===== config.mk =====
export PLATFORM = sky130hd
export DESIGN_NAME = rot_copy_chain
export DESIGN_NICKNAME = d
export VERILOG_FILES = /design/src/rtl/rot_copy_pkg.sv /design/src/rtl/rotate_feed_sel.sv /design/src/rtl/serial_word_reg.sv /design/src/rtl/rot_copy_chain.sv
export SDC_FILE = /design/constraint.sdc
export NUM_CORES = 1
export LEC_CHECK = 0
export ABC_AREA = 0
export BUFFER_PORTS_ARGS = -buffer_cell sky130_fd_sc_hd__buf_2
export CAP_MARGIN = 20
export CORE_AREA = 3 3 40 42
export CTS_CLUSTER_SIZE = 12
export DETAILED_ROUTE_END_ITERATION = 7
export DIE_AREA = 0 0 43 45
export PLACE_DENSITY = 0.58
export SYNTH_ARGS = -nofsm -noshare
export SYNTH_HDL_FRONTEND = slang
export SYNTH_HIERARCHICAL = 1
export SYNTH_SLANG_ARGS = --single-unit

===== constraint.sdc =====
create_clock -name clk -period 2.4 [get_ports clk]
set_clock_uncertainty 0.05 [all_clocks]
set_input_delay 0.12 -clock clk [delete_from_list [all_inputs] [get_ports clk]]
set_output_delay 0.12 -clock clk [all_outputs]
set_load 0.005 [all_outputs]

===== src/rtl/rot_copy_pkg.sv =====
package rot_copy_pkg;

    typedef enum logic [1:0] {
        OP_HOLD  = 2'd0,
        OP_SHIFT = 2'd1,
        OP_LOAD  = 2'd2,
        OP_CLEAR = 2'd3
    } stage_op_e;

    // clear beats load, load beats shift
    function automatic stage_op_e pick_op(input logic clr, input logic ld, input logic sh);
        if (clr)     return OP_CLEAR;
        else if (ld) return OP_LOAD;
        else if (sh) return OP_SHIFT;
        else         return OP_HOLD;
    endfunction

endpackage


===== src/rtl/rotate_feed_sel.sv =====
module rotate_feed_sel (
    input  logic recirc_i,
    input  logic tap_i,
    output logic feed_o
);
    always_comb begin
        feed_o = recirc_i ? tap_i : 1'b0;
    end
endmodule


===== src/rtl/serial_word_reg.sv =====
module serial_word_reg
    import rot_copy_pkg::*;
#(
    parameter int WIDTH = 4   // at least 2
) (
    input  logic             clk,
    input  logic             rst,
    input  logic             shift_i,
    input  logic             load_i,
    input  logic             clear_i,
    input  logic [WIDTH-1:0] load_word_i,
    input  logic             ser_in_i,
    output logic [WIDTH-1:0] word_o
);
    localparam int TOP = WIDTH - 1;

    typedef struct packed {
        logic [WIDTH-1:0] word;
    } reg_state_t;

    reg_state_t st_d, st_q;
    stage_op_e  op_d;

    always_comb begin
        st_d = st_q;
        op_d = pick_op(clear_i, load_i, shift_i);
        unique case (op_d)
            OP_CLEAR: st_d.word = '0;
            OP_LOAD:  st_d.word = load_word_i;
            OP_SHIFT: st_d.word = {ser_in_i, st_q.word[TOP:1]};
            default:  st_d.word = st_q.word;
        endcase
    end

    always_ff @(posedge clk) begin
        if (rst) st_q <= '0;
        else     st_q <= st_d;
    end

    assign word_o = st_q.word;


    reset_zero_chk: assert property (@(posedge clk) rst |=> word_o == '0);


    hold_stable_chk: assert property (@(posedge clk) disable iff (rst)
        (!shift_i && !load_i && !clear_i) |=> $stable(word_o));


    load_take_chk: assert property (@(posedge clk) disable iff (rst)
        (load_i && !clear_i) |=> word_o == $past(load_word_i));


    clear_zero_chk: assert property (@(posedge clk) disable iff (rst)
        clear_i |=> word_o == '0);


    shift_move_chk: assert property (@(posedge clk) disable iff (rst)
        (shift_i && !load_i && !clear_i) |=>
            (word_o[TOP-1:0] == $past(word_o[TOP:1]) && word_o[TOP] == $past(ser_in_i)));

endmodule


===== src/rtl/rot_copy_chain.sv =====
module rot_copy_chain #(
    parameter int WIDTH = 4
) (
    input  logic             clk,
    input  logic             rst,
    input  logic             shift_en,
    input  logic             recirc_en,
    input  logic             load_en,
    input  logic [WIDTH-1:0] load_word,
    input  logic             clear_copy,
    output logic [WIDTH-1:0] src_word,
    output logic [WIDTH-1:0] copy_word,
    output logic             ser_out
);
    localparam int NREG = 2;
    localparam int TOP  = WIDTH - 1;

    logic             feed_bit;
    logic             sh_v   [NREG];
    logic             ld_v   [NREG];
    logic             clr_v  [NREG];
    logic             sin_v  [NREG];
    logic [WIDTH-1:0] lw_v   [NREG];
    logic [WIDTH-1:0] word_v [NREG];

    rotate_feed_sel i_feed (
        .recirc_i (recirc_en),
        .tap_i    (word_v[0][0]),
        .feed_o   (feed_bit)
    );

    // index 0 = source, index 1 = copy; a load cancels the strobe for both
    always_comb begin
        sh_v[0]  = shift_en;
        ld_v[0]  = load_en;
        clr_v[0] = 1'b0;
        sin_v[0] = feed_bit;
        lw_v[0]  = load_word;
        sh_v[1]  = shift_en & ~load_en;
        ld_v[1]  = 1'b0;
        clr_v[1] = clear_copy;
        sin_v[1] = word_v[0][0];
        lw_v[1]  = '0;
    end

    for (genvar g = 0; g < NREG; g++) begin : g_reg
        serial_word_reg #(.WIDTH(WIDTH)) i_reg (
            .clk         (clk),
            .rst         (rst),
            .shift_i     (sh_v[g]),
            .load_i      (ld_v[g]),
            .clear_i     (clr_v[g]),
            .load_word_i (lw_v[g]),
            .ser_in_i    (sin_v[g]),
            .word_o      (word_v[g])
        );
    end

    assign src_word  = word_v[0];
    assign copy_word = word_v[1];
    assign ser_out   = word_v[0][0];


    copy_top_chk: assert property (@(posedge clk) disable iff (rst)
        (shift_en && !load_en && !clear_copy) |=> copy_word[TOP] == $past(src_word[0]));


    wrap_top_chk: assert property (@(posedge clk) disable iff (rst)
        (shift_en && !load_en && recirc_en) |=> src_word[TOP] == $past(src_word[0]));


    drain_top_chk: assert property (@(posedge clk) disable iff (rst)
        (shift_en && !load_en && !recirc_en) |=> src_word[TOP] == 1'b0);


    load_copy_hold_chk: assert property (@(posedge clk) disable iff (rst)
        (load_en && !clear_copy) |=> $stable(copy_word));

endmodule


==> impl_results.html <==
<table>
<tr><th>Metric</th><th>Value</th></tr>
<tr><th colspan="2">Outcome</th></tr>
<tr><td>Status</td><td>complete, no violations</td></tr>
<tr><th colspan="2">Clock tree</th></tr>
<tr><td>Clock input transition at the sequential cells of the worst setup and hold paths</td><td>0.05 ns</td></tr>
<tr><td>Clock insertion delay at the later pin of the skew report</td><td>0.25 ns</td></tr>
<tr><td>Setup fix buffers added after clock tree synthesis</td><td>0</td></tr>
<tr><td>CTS tree</td><td>done</td></tr>
<tr><td>Post-cts resize count</td><td>0</td></tr>
<tr><td>Buffer cell driving the clock tree root</td><td>clkbuf_4</td></tr>
<tr><td>Clock net sink count</td><td>8</td></tr>
<tr><td>CTS Buf Count</td><td>3</td></tr>
<tr><td>H-tree level count</td><td>1</td></tr>
<tr><td>Buffers from clock root to sink, at most</td><td>2</td></tr>
<tr><td>Hold-fix buffers at CTS</td><td>0</td></tr>
<tr><th colspan="2">Routing</th></tr>
<tr><td>Number of design rule violations left after detail routing</td><td>0</td></tr>
<tr><td>TritonRoute pass-1 iters</td><td>4</td></tr>
<tr><td>Avg WL per Cell</td><td>9.773 um</td></tr>
<tr><td>Sum of routed wire length over all layers</td><td>948 um</td></tr>
<tr><td>Violation count after the first detailed-routing iteration</td><td>5</td></tr>
<tr><td>Post-detailed-route via-to-cell ratio</td><td>4.711</td></tr>
<tr><td>Vias</td><td>around 460</td></tr>
<tr><td>Post-route ant nets</td><td>0</td></tr>
<tr><th colspan="2">Power and ir drop</th></tr>
<tr><td>Pwr/cell area</td><td>461.4 nW/um2</td></tr>
<tr><td>Power share of the combinational group</td><td>between 10% and 20%</td></tr>
<tr><td>Final Power</td><td>0.2933 mW</td></tr>
<tr><td>Relative contribution of the clock network to total power</td><td>34.7%</td></tr>
<tr><td>Part of the total power dissipated in sequential elements</td><td>47.4%</td></tr>
<tr><td>Switching power</td><td>0.07361 mW</td></tr>
<tr><td>Internal cell power</td><td>0.2197 mW</td></tr>
<tr><td>Leakage</td><td>between 0.3 and 0.4 nW</td></tr>
<tr><td>VDD IR-drop max</td><td>154.1 uV</td></tr>
<tr><td>Switch share</td><td>25.10%</td></tr>
<tr><th colspan="2">STA</th></tr>
<tr><td>Final period util</td><td>49.94%</td></tr>
<tr><td>Unrepaired setup endpoints after global routing</td><td>false</td></tr>
<tr><td>Setup total negative slack</td><td>0 ns</td></tr>
<tr><td>Pins Over Slew Limit</td><td>0</td></tr>
<tr><td>F_max</td><td>834.4 MHz</td></tr>
<tr><td>Total setup violations reported at the end of the flow</td><td>0</td></tr>
<tr><td>Shortest clock period the worst path allows after layout</td><td>1.199 ns</td></tr>
<tr><td>Fin. Hold Viols</td><td>0</td></tr>
<tr><th colspan="2">Setup path</th></tr>
<tr><td>Worst Path Arrival</td><td>1.32 ns</td></tr>
<tr><td>Setup crit end kind</td><td>flip-flop</td></tr>
<tr><td>Critical path cell sequence</td><td>buf_2 &gt; or2_2 &gt; ha_1 &gt; or3_4 &gt; o22ai_1</td></tr>
<tr><td>Critical path's largest stage delay</td><td>about 0.38 ns</td></tr>
<tr><td>Category of the most critical setup path</td><td>input pin to flip-flop</td></tr>
<tr><td>Worst-path maximum fanout</td><td>4</td></tr>
<tr><td>Worst Setup Start Kind</td><td>input pin</td></tr>
<tr><td>Worst setup slack for register-to-register paths</td><td>1.43 ns</td></tr>
<tr><td>CP max-delay cell</td><td>or3_4</td></tr>
<tr><td>Critical R2R Capture</td><td>g_reg[0].i_reg/word_o[3]$_SDFFE_PP0P_</td></tr>
<tr><td>Required @ worst endpoint</td><td>2.53 ns</td></tr>
<tr><td>Worst reg2reg startpoint</td><td>g_reg[0].i_reg/word_o[0]$_SDFFE_PP0P_</td></tr>
<tr><td>Depth of the worst register-to-register path</td><td>3</td></tr>
<tr><th colspan="2">Yosys</th></tr>
<tr><td>Netlist cell types</td><td>14</td></tr>
<tr><td>Number of synthesized register bits</td><td>8</td></tr>
<tr><td>Ranking of synthesized cells by area</td><td>dfxtp_1 (33%), ha_1 (16%), a22oi_1 (12%)</td></tr>
<tr><td>Top cells by count, synth</td><td>a22oi_1 (8), dfxtp_1 (8), nand2_1 (8), o22ai_1 (8), ha_1 (6)</td></tr>
<tr><td>Number of synthesized flops with an enable pin</td><td>0</td></tr>
<tr><td>Average cell area after synthesis</td><td>8.921 um2</td></tr>
<tr><td>Synth Instances</td><td>54</td></tr>
<tr><td>Yosys warns</td><td>6</td></tr>
<tr><td>Mapped Area</td><td>481.7 um2</td></tr>
<tr><td>Top FF cell, synth</td><td>dfxtp_1</td></tr>
<tr><td>Share of async-settable or async-resettable flops after synthesis</td><td>0%</td></tr>
<tr><td>Share of the synthesized area in the top cell type</td><td>33.25%</td></tr>
<tr><td>Fraction of the yosys area taken by sequential cells</td><td>about a third</td></tr>
<tr><td>Cell type contributing the most total cell area after synthesis</td><td>dfxtp_1</td></tr>
<tr><th colspan="2">Global route</th></tr>
<tr><td>Overall fraction of global-route tracks in use</td><td>11.41%</td></tr>
<tr><td>Gr ovfl total</td><td>0</td></tr>
<tr><td>Number of antenna violations at the first check in global routing</td><td>0</td></tr>
<tr><td>Vias in the first global route</td><td>404</td></tr>
<tr><td>Global-route wire length before repair</td><td>1635 um</td></tr>
<tr><td>Maximum number of pins on one net before global-route repair</td><td>11</td></tr>
<tr><th colspan="2">Floorplanning</th></tr>
<tr><td>Initial core utilization</td><td>a little under two fifths</td></tr>
<tr><td>Num rows</td><td>13</td></tr>
<tr><td>Ports</td><td>19</td></tr>
<tr><td>Y dimension of the die</td><td>45 um</td></tr>
<tr><td>Die Outline Area</td><td>between 1500 and 2000 um2</td></tr>
<tr><td>Area of the core region</td><td>1285 um2</td></tr>
<tr><td>Die extent in x</td><td>between 40 and 50 um</td></tr>
<tr><th colspan="2">Layout</th></tr>
<tr><td>Fraction of final layout cells with drive strength greater than 1</td><td>31.71%</td></tr>
<tr><td>Nets@finish</td><td>100</td></tr>
<tr><td>Max FFs per register</td><td>8</td></tr>
<tr><td>Area of the multi-input gates</td><td>329.1 um2</td></tr>
<tr><td>Area of all placed cells without fillers</td><td>635.6 um2</td></tr>
<tr><td>Number of inserted filler cells in the final layout</td><td>137</td></tr>
<tr><td>Synth-to-Final Area Change</td><td>31.95%</td></tr>
<tr><td>Number of antenna cells inserted</td><td>0</td></tr>
<tr><td>Register Area</td><td>160.2 um2</td></tr>
<tr><th colspan="2">Min path</th></tr>
<tr><td>Hold path start</td><td>load_word[1]</td></tr>
<tr><td>Hold endpoint</td><td>g_reg[0].i_reg/word_o[1]$_SDFFE_PP0P_</td></tr>
<tr><td>Worst min path class</td><td>input pin to flip-flop</td></tr>
<tr><td>Min-Delay Path Depth</td><td>3</td></tr>
<tr><th colspan="2">Placement</th></tr>
<tr><td>GP Congestion</td><td>0.7010</td></tr>
<tr><td>Post-DP HPWL</td><td>764.9 um</td></tr>
<tr><td>Placement-stage cell area</td><td>slightly above 600 um2</td></tr>
<tr><td>Buffers on Ports</td><td>18</td></tr>
<tr><th colspan="2">Job</th></tr>
<tr><td>Max cap viols</td><td>0</td></tr>
</table>
## metal layers
layer	GRT usage, %	share of wire [%]	vias up
met4	10.84	1.7	0
met3	1.992	6.6	2
met5	0	0	-
met2	14.37	44	12
li1	-	-	249
met1	15.90	48	194
## worst max path at each step
| stage | startpoint | slack (ns) | cells after the start | end |
|---|---|---|---|---|
| floorplan | load_en | 1.14 | 4 | g_reg[0].i_reg/word_o[0]$_SDFFE_PP0P_ |
| global placement | load_en | 0.96 | 5 | g_reg[0].i_reg/word_o[2]$_SDFFE_PP0P_ |
| detailed placement | load_en | 0.96 | 5 | g_reg[0].i_reg/word_o[2]$_SDFFE_PP0P_ |
| CTS | load_en | 1.21 | 5 | g_reg[0].i_reg/word_o[2]$_SDFFE_PP0P_ |
| global route | shift_en | 1.12 | 6 | g_reg[1].i_reg/word_o[3]$_SDFFE_PP0P_ |
| finish | load_en | 1.20 | 5 | g_reg[0].i_reg/word_o[2]$_SDFFE_PP0P_ |
## logic make-up after synthesis
family,synth area share [%]
other cells,0.7785
fa+ha+maj,15.58
buf+inv,4.675
flops,33.25
simple gates,17.66
compound gates,28.05
## placed cells by master, fill, tap and decap left out
master / Yosys / layout
buf_2: 0 / 18
conb_1: 1 / 9
nand2_1: 8 / 8
a22oi_1: 8 / 8
o22ai_1: 8 / 8
dfxtp_1: 8 / 8
ha_1: 6 / 6
inv_1: 4 / 4
clkbuf_4: 0 / 3
or2_2: 2 / 2
a21o_1: 2 / 2
a21oi_1: 2 / 2
or3_4: 2 / 2
nor2b_4: 1 / 1
and2_1: 1 / 1
## power by group through the flow
| stage | sequential (mW) | clock, mW | combinational (mW) |
|---|---|---|---|
| 6_report | 0.139 | 0.102 | 0.0525 |
| 5_1_grt | 0.140 | 0.112 | 0.0604 |
| 4_1_cts | 0.139 | 0.108 | 0.0527 |
| 3_5_place_dp | 0.142 | 0 | 0.0521 |
| 3_3_place_gp | 0.142 | 0 | 0.0526 |
| 2_1_floorplan | 0.142 | 0 | 0.0330 |
## stage by stage
step	hold slack, ns	instances	setup slack (ns)	utilization (%)
finish	0.09905	97	1.201	49.46
global route	0.1415	97	1.120	49.46
CTS	0.09634	97	1.210	49.46
detailed placement	0.3631	94	0.9622	47.71
global placement	0.3532	94	0.9601	47.71
floorplan	0.1837	62	1.135	-
## critical path, delay by kind of cell
kind	cells	cell delay, ns
AND/OR/NAND/NOR	2	0.68
adder cells (fa/ha/maj)	1	0.27
AO/OA/AOI/OAI	1	0.12
buffers and inverters	1	0.12
## cell type report
type                       count  area share, %
clock buffer                   3          3.543
inverter                       4          2.362
multi-input combinational     49          51.77
sequential                     8          25.20
tap                           15          2.953
timing repair buffer          18          14.17
Power figures use the tool's default switching activity.
